$ cat src/rtl/yc422_window.sv
module yc422_window #(
  parameter int DW = 8,
  parameter int XW = 10,
  parameter int YW = 9
) (
  input  logic          clk,
  input  logic          rst_n,
  input  logic [DW-1:0] cam_byte,
  input  logic          cam_hs,
  input  logic          cam_vs,
  input  logic          src_bars,
  input  logic [XW-1:0] col_lo,
  input  logic [XW-1:0] col_hi,
  input  logic [YW-1:0] row_lo,
  input  logic [YW-1:0] row_hi,
  output logic          pix_vld,
  output logic [DW-1:0] pix_y,
  output logic [DW-1:0] pix_cb,
  output logic [DW-1:0] pix_cr,
  output logic          line_start,
  output logic          frame_end
);
  localparam int CW = XW + 1;

  logic [1:0]    ph;
  logic [XW-1:0] grp;
  logic [YW-1:0] row;
  logic          hs_q;
  logic [DW-1:0] cb_q, y1_q, cr_q;
  logic [DW-1:0] bar_y, bar_cb, bar_cr;

  wire [CW-1:0] col    = {grp, ph[0]};
  wire          emit   = cam_hs && ph[1];
  wire          col_in = (col >= CW'(col_lo)) && (col <= CW'(col_hi));
  wire          row_in = (row >= row_lo) && (row <= row_hi);
  wire          pass   = emit && col_in && row_in;

  wire [DW-1:0] cam_y  = ph[0] ? cam_byte : y1_q;
  wire [DW-1:0] cam_cr = ph[0] ? cr_q : cam_byte;

  function automatic logic [DW-1:0] up(input logic [7:0] v);
    return DW'(v) << (DW - 8);
  endfunction

  always_comb begin
    unique case (col[10:7])
      4'd0, 4'd8: begin bar_y = up(8'd235); bar_cb = up(8'd128); bar_cr = up(8'd128); end
      4'd1, 4'd9: begin bar_y = up(8'd210); bar_cb = up(8'd16);  bar_cr = up(8'd146); end
      4'd3:       begin bar_y = up(8'd145); bar_cb = up(8'd54);  bar_cr = up(8'd34);  end
      4'd4:       begin bar_y = up(8'd106); bar_cb = up(8'd202); bar_cr = up(8'd222); end
      4'd5:       begin bar_y = up(8'd81);  bar_cb = up(8'd90);  bar_cr = up(8'd240); end
      4'd6:       begin bar_y = up(8'd41);  bar_cb = up(8'd240); bar_cr = up(8'd110); end
      4'd7:       begin bar_y = up(8'd16);  bar_cb = up(8'd128); bar_cr = up(8'd128); end
      default:    begin bar_y = up(8'd170); bar_cb = up(8'd166); bar_cr = up(8'd16);  end
    endcase
  end

  always_ff @(posedge clk or negedge rst_n) begin
    if (!rst_n) begin
      ph   <= '0;
      grp  <= '0;
      row  <= '0;
      hs_q <= 1'b0;
      cb_q <= '0;
      y1_q <= '0;
      cr_q <= '0;
    end else begin
      hs_q <= cam_hs;
      if (!cam_hs) begin
        ph  <= '0;
        grp <= '0;
      end else begin
        ph <= ph + 2'd1;
        if (ph == 2'd3) grp <= grp + 1'b1;
      end
      if (cam_vs) row <= '0;
      else if (hs_q && !cam_hs) row <= row + 1'b1;
      if (cam_hs && ph == 2'd0) cb_q <= cam_byte;
      if (cam_hs && ph == 2'd1) y1_q <= cam_byte;
      if (cam_hs && ph == 2'd2) cr_q <= cam_byte;
    end
  end

  always_ff @(posedge clk or negedge rst_n) begin
    if (!rst_n) begin
      pix_vld    <= 1'b0;
      pix_y      <= '0;
      pix_cb     <= '0;
      pix_cr     <= '0;
      line_start <= 1'b0;
      frame_end  <= 1'b0;
    end else begin
      pix_vld    <= pass;
      line_start <= pass && (col == CW'(col_lo));
      frame_end  <= pass && (col == CW'(col_hi)) && (row == row_hi);
      if (emit) begin
        pix_y  <= src_bars ? bar_y  : cam_y;
        pix_cb <= src_bars ? bar_cb : cb_q;
        pix_cr <= src_bars ? bar_cr : cam_cr;
      end
    end
  end
endmodule

$ cat config.mk
export PLATFORM = sky130hd
export DESIGN_NAME = yc422_window
export DESIGN_NICKNAME = d
export VERILOG_FILES = /design/src/rtl/yc422_window.sv
export SDC_FILE = /design/constraint.sdc
export NUM_CORES = 1
export LEC_CHECK = 0
export BUFFER_PORTS_ARGS = -buffer_cell sky130_fd_sc_hd__buf_2
export CORE_UTILIZATION = 51
export DETAILED_ROUTE_END_ITERATION = 7
export PLACE_DENSITY_LB_ADDON = 0.3
export SLEW_MARGIN = 30
export SYNTH_ARGS = -nofsm -noshare
export SYNTH_HDL_FRONTEND = slang
export SYNTH_SLANG_ARGS = --single-unit
$ cat constraint.sdc
create_clock -name clk -period 1.95 [get_ports clk]
set_input_delay 0.195 -clock clk [delete_from_list [all_inputs] [get_ports clk]]
set_output_delay 0.195 -clock clk [all_outputs]
set_load 0.005 [all_outputs]
==> flow_metrics.env, run 1 <==
export IMPL_status="finished clean"
export IMPL_die_area_sq_um=9240
export IMPL_finalWirelength_mm=10.7
export IMPL_drive_gt1_share_pct=28.6
export IMPL_synth_seq_cells=73
export IMPL_antennaDiodeCount=0
export IMPL_grt_pass1_vias=3769
export IMPL_grt_max_degree=40
export IMPL_gp_congestion=0.847
export IMPL_vias_per_cell=5.51
export IMPL_yosysWarnings=0
export IMPL_crit_path_start_kind="flip-flop"
export IMPL_fp_coreArea_sq_um=8380
export IMPL_reg2reg_to="line_start"
export IMPL_period_needed_ps=1940
export IMPL_synth_nets=569
export IMPL_critPathKind="flip-flop to flip-flop"
export IMPL_grt_first_pass_wirelength_mm=17.7
export IMPL_top_layer_used="met4"
export IMPL_layout_setup_ws_ps=11.3
export IMPL_avgSynthCellArea_sq_um=9.74
export IMPL_setup_viol_count_final=0
export IMPL_ctsLongestPathBuffers=2
export IMPL_rr_worst_depth=7
export IMPL_fin_tns_setup_ps=0
export IMPL_nets=663
export IMPL_ios=78
export IMPL_slew_headroom_pct=69.1
export IMPL_cp_data_arrival_time_ps=2210
export IMPL_cts_tree="yes"
export IMPL_pre_cts_ws_ps=72.6
export IMPL_cts_root_buf="clkbuf_8"
export IMPL_drt_initial_drc_count=150
export IMPL_powerDensity_nw_per_um2=757
export IMPL_worst_pin_slew_ps=462
export IMPL_area_growth_pct=20.7
export IMPL_cts_htree_levels=3
export IMPL_hold_violations=0
export IMPL_ant_nets=0
export IMPL_clk_pin_slew_ps=80
export IMPL_fp_dieH_um=96.2
export IMPL_max_freq_ghz=0.516
export IMPL_crit_path_end_kind="flip-flop"
export IMPL_cp_required_ps=2220
export IMPL_vdd_drop_max_uv=402
export IMPL_overflow=0
export IMPL_fp_row_count=33
export IMPL_r2r_slack_ps=10
export IMPL_hp_start="cam_hs"
export IMPL_antenna_found_initial=0
export IMPL_groute_usage_overall_pct=25.3
export IMPL_fin_crit_sh_pct=99.4
export IMPL_crit_fanout=5
export IMPL_route_met2_wl_mm=5.15
export IMPL_num_vias=3683
export IMPL_clock_sinks=73
export IMPL_port_buffers=77
export IMPL_rr_startpoint="row[5]"
export IMPL_route_met3_wl_um=393
export IMPL_firstDrtPassIters=4
export IMPL_syn_instance_count=464
export IMPL_cts_made_buffers=9
export IMPL_remaining_drc_errors=0
export IMPL_leakagePower_nw=2.80
export IMPL_slew_viol_final=0
export IMPL_clk_latency_ps=350
export IMPL_synth_area_sq_um=4520
export IMPL_synth_cell_types=41
export IMPL_dp_hpwl_mm=8.03
export IMPL_critPathCapture="line_start"
export IMPL_wl_met1_mm=4.89
export IMPL_dieWidth_um=96.2
export IMPL_ys_seq_area_share_pct=40.4
export IMPL_max_cap_viol_count=0
export IMPL_critPathLaunch="row[5]"
export IMPL_start_util_pct=53.9
export IMPL_wl_per_cell_um=16.0
export IMPL_hold_class="input port to flip-flop"
export IMPL_finClkSkew_ps=8.83
## state kept, by name (all words and copies together), names as in the netlist
name and count:
grp 10, ph 2, row 9, pix_cr 8, y1_q 8, pix_y 8
cr_q 8, pix_cb 8, frame_end 1, cb_q 8, line_start 1, hs_q 1
pix_vld 1
## kinds of logic after synthesis
| family | count (synthesis) | synth area share, % |
|---|---|---|
| xor+xnor | 15 | 2.91 |
| buf+inv | 61 | 5.20 |
| fa+ha+maj | 54 | 14.9 |
| simple gates | 132 | 14.3 |
| mux | 45 | 10.9 |
| flops | 73 | 40.4 |
| compound gates | 84 | 11.4 |
## cells in the final DEF (no fill, tap or decap), drive strengths merged, types with 2 or more instances in the layout
cell / n
clkinvlp: 2
nand4: 12
and3: 5
nand3: 5
o211ai: 3
mux2i: 12
inv: 44
a21oi: 20
xor2: 7
or3: 4
nor2b: 8
nor2: 22
nand2: 47
o22ai: 3
nand2b: 5
a21o: 4
nor3: 9
buf: 99
nor4: 2
a211oi: 10
ha: 54
clkinv: 2
xnor2: 8
bufinv: 2
o21ai: 32
mux2: 33
and2: 11
dfrtp: 73
clkbuf: 10
a221o: 3
a2111oi: 2
## synthesized netlist by cell type
master	number	area (sq um)
mux2i_1	12	120
a22o_1	1	8.76
or3_1	4	25.0
nor4_1	2	12.5
nor3_1	9	45.0
nand2_1	47	176
a21oi_1	20	100
o21ai_0	18	90.1
inv_2	2	7.51
nor2_1	22	82.6
inv_1	42	158
o2111ai_1	1	8.76
o211ai_1	3	22.5
ha_1	54	676
a221o_1	3	30.0
nor2b_4	1	13.8
a21boi_1	1	7.51
nand4_1	12	75.1
nor3b_1	1	7.51
o22ai_1	3	18.8
and3_1	5	31.3
mux2_2	33	372
o221a_2	1	11.3
and2_1	11	68.8
nor2b_1	7	43.8
nand3_1	5	25.0
o21ai_1	14	70.1
clkbuf_1	9	33.8
dfrtp_1	73	1830
a211o_1	1	8.76
nand3b_1	1	7.51
xnor2_1	8	70.1
a2111oi_0	2	17.5
buf_1	3	11.3
xor2_1	7	61.3
a211oi_1	10	75.1
buf_2	5	25.0
a21o_1	4	30.0
a31oi_1	1	6.26
nand2b_1	5	31.3
o32ai_1	1	8.76
## final cells by class
type	instances	area, sq um
tap	105	131
multi-input combinational	330	2520
inverter	44	165
clock buffer	10	128
clock inverter	6	92.6
timing repair buffer	100	586
sequential	73	1830
fill	671	2930
## critical path, stage by stage (launching register included)
cell	delay, ps
dfrtp_1	440
buf_4	160
ha_1	180
a211oi_2	210
nor2_1	80
a2111oi_2	400
o32ai_2	180
nor3_2	200
## worst min path at each step
stage                    to  slack [ps]  depth (start not counted)
floorplan           cb_q[0]        -100                          0
global placement     row[6]         150                          1
detailed placement   row[6]         160                          1
CTS                    hs_q          50                          1
global route           hs_q          60                          1
finish                 hs_q          70                          1
## metal layers
layer | GRT usage (%) | up-vias
li1 | - | 1803
met1 | 32.3 | 1780
met2 | 41.9 | 78
met3 | 4.50 | 22
met4 | 10.9 | 0
met5 | 0 | -
## stage by stage
| stage | total power, W | area (sq um) | hold slack [ps] | instances | utilization [%] |
|---|---|---|---|---|---|
| after floorplan | 0.00244 | 4520 | -101 | 464 | - |
| after global placement | 0.00279 | 5130 | 152 | 647 | 61.2 |
| after detailed placement | 0.00284 | 5130 | 161 | 647 | 61.2 |
| after CTS | 0.00417 | 5360 | 52.2 | 664 | 63.9 |
| after global routing | 0.00436 | 5460 | 60.6 | 668 | 65.1 |
| final | 0.00413 | 5460 | 67.1 | 668 | 65.1 |
## what timing repair did
item | CTS | global route
setup buffers | 0 | 4
resized for setup | 0 | 12
hold buffers | 1 | 0
endpoints found under the hold margin | 15 | 0
endpoints found under the setup margin | 0 | 3
## report_power, final
group / internal (W) / leakage (nW) / switching, W / total (W)
Clock: 0.000725 / 0.103 / 0.000594 / 0.00132
Sequential: 0.00181 / 0.929 / 0.000159 / 0.00196
Combinational: 0.000453 / 1.77 / 0.000390 / 0.000843
Total: 0.00298 / 2.80 / 0.00114 / 0.00413
Note: power is estimated with default switching activity, not from simulation.
==> run 2, diff against run 1 <==
- REMOVE_ABC_BUFFERS: unset -> 1
==> flow_metrics.env, run 2 (synthesis results as in run 1) <==
export IMPL_status="finished clean"
export IMPL_r2r_slack_ps=50
export IMPL_final_common_cell="buf_2"
export IMPL_leakagePower_nw=2.75
export IMPL_nets=659
export IMPL_rr_startpoint="row[6]"
export IMPL_cts_htree_levels=3
export IMPL_setup_viol_count_final=0
export IMPL_rr_worst_depth=6
export IMPL_grt_max_degree=23
export IMPL_num_vias=3679
export IMPL_gp_congestion=0.869
export IMPL_cts_root_buf="clkbuf_8"
export IMPL_ctsLongestPathBuffers=2
export IMPL_vdd_drop_max_uv=405
export IMPL_finalWirelength_mm=10.2
export IMPL_cp_required_ps=2220
export IMPL_worst_pin_slew_ps=541
export IMPL_dpl_cell_area_sq_um=5090
export IMPL_cp_data_arrival_time_ps=2170
export IMPL_hold_class="input port to flip-flop"
export IMPL_port_buffers=77
export IMPL_slowest_stage="dfrtp_1"
export IMPL_grt_first_pass_wirelength_mm=16.7
export IMPL_grt_pass1_vias=3585
export IMPL_remaining_drc_errors=0
export IMPL_hp_start="cam_vs"
export IMPL_drt_initial_drc_count=222
export IMPL_overflow=0
export IMPL_clock_sinks=73
export IMPL_firstDrtPassIters=4
export IMPL_area_growth_pct=18.2
export IMPL_wl_per_cell_um=15.4
export IMPL_period_needed_ps=1900
export IMPL_slew_headroom_pct=63.9
export IMPL_dp_hpwl_mm=7.61
export IMPL_finClkSkew_ps=12.1
export IMPL_ios=78
export IMPL_start_util_pct=53.9
export IMPL_cts_made_buffers=9
export IMPL_fp_coreArea_sq_um=8380
export IMPL_ant_nets=0
export IMPL_powerDensity_nw_per_um2=744
export IMPL_groute_usage_overall_pct=23.8
export IMPL_fp_dieH_um=96.2
export IMPL_fin_tns_setup_ps=0
export IMPL_reg2reg_to="line_start"
export IMPL_antenna_found_initial=0
export IMPL_pre_cts_ws_ps=12.7
export IMPL_max_cap_viol_count=0
export IMPL_layout_setup_ws_ps=52.2
export IMPL_dieWidth_um=96.2
export IMPL_max_freq_ghz=0.527
export IMPL_cts_tree="yes"
export IMPL_crit_path_start_kind="flip-flop"
export IMPL_regMostFlops="grp"
export IMPL_slowest_delay_ps=420
export IMPL_slew_viol_final=0
export IMPL_hold_violations=0
export IMPL_vias_per_cell=5.55
export IMPL_critPathKind="flip-flop to flip-flop"
export IMPL_clk_pin_slew_ps=80
export IMPL_crit_fanout=4
export IMPL_clk_latency_ps=350
export IMPL_crit_path_end_kind="flip-flop"
export IMPL_largest_register_ffs=10
export IMPL_crit_chain="ha_1, a211oi_1, nor2_1, a2111oi_1, o32ai_1, nor3_1"
export IMPL_fin_crit_sh_pct=97.3
export IMPL_postLayoutCellArea_sq_um=5350
export IMPL_rsz0062_at_grt="false"
export IMPL_fp_row_count=33
export IMPL_critPathLaunch="row[6]"
export IMPL_antennaDiodeCount=0
export IMPL_top_regs="grp x10, row x9"
export IMPL_layout_common_cells="77 x buf_2, 72 x dfrtp_1, 52 x ha_1"
export IMPL_die_area_sq_um=9240
export IMPL_critPathCapture="line_start"
export IMPL_drive_gt1_share_pct=27.2
-- run 2: changes by cell type in the layout (fill, tap and decap cells not counted), moves of 2 or more --
cell / previous run / this run
buf_12: 2 / 0
buf_4: 20 / 18
nor3_1: 6 / 8
nor3_2: 3 / 1
clkinv_2: 0 / 2
-- run 2: cell type report --
| cell class | count | area, sq um |
|---|---|---|
| well taps | 105 | 131 |
| clock inverters | 5 | 56.3 |
| repair buffers | 96 | 531 |
| clock buffers | 10 | 138 |
| multi-input cells | 330 | 2500 |
| inverters | 44 | 165 |
| flip-flops and latches | 73 | 1830 |
| fillers | 696 | 3040 |
-- run 2: power breakdown --
group / internal [W] / total, W / switching [W]
Combinational: 0.000446 / 0.000831 / 0.000385
Clock: 0.000616 / 0.00119 / 0.000573
Sequential: 0.00181 / 0.00196 / 0.000151
-- run 2: what timing repair did --
| item | 4_1_cts | 5_1_grt |
|---|---|---|
| pin swaps | 0 | 4 |
| endpoints found under the setup margin | 1 | 3 |
| endpoints found under the hold margin | 19 | 0 |
| buffers inserted | 0 | 2 |
| resized for setup | 1 | 6 |
| hold buffers | 1 | 0 |
-- run 2: how the worst min path moves through the flow --
stage / end / slack, ps / cells after the start
after global placement: pix_cb[0] / 180 / 1
after CTS: cb_q[3] / 110 / 2
final: row[5] / 120 / 2
after detailed placement: pix_cb[0] / 190 / 1
after global routing: y1_q[3] / 130 / 2
after floorplan: cb_q[0] / -100 / 0
-- run 2: worst max-delay path, delay by kind of cell, from the launching register on --
family | cells | cell delay (ps)
AOI/OAI and AO/OA | 3 | 820
adders and majority gates | 1 | 310
DFF | 1 | 420
and+or+nand+nor | 2 | 280
-- run 2: metal layers --
layer	share of wire (%)	GRT usage, %	up-vias
met2	50	40.8	74
met4	1.9	8.83	0
met5	0	0	-
met3	3.6	3.79	19
met1	45	30.2	1788
li1	-	-	1798
-- run 2: through the flow --
step           hold slack (ps)  total power (W)  std cells  utilization [%]
6_report                   122          0.00398        663             63.8
5_1_grt                    130          0.00421        663             63.8
4_1_cts                    113          0.00401        661             63.1
3_5_place_dp               188          0.00282        645             60.7
3_3_place_gp               181          0.00277        645             60.7
2_1_floorplan             -101          0.00242        447                -
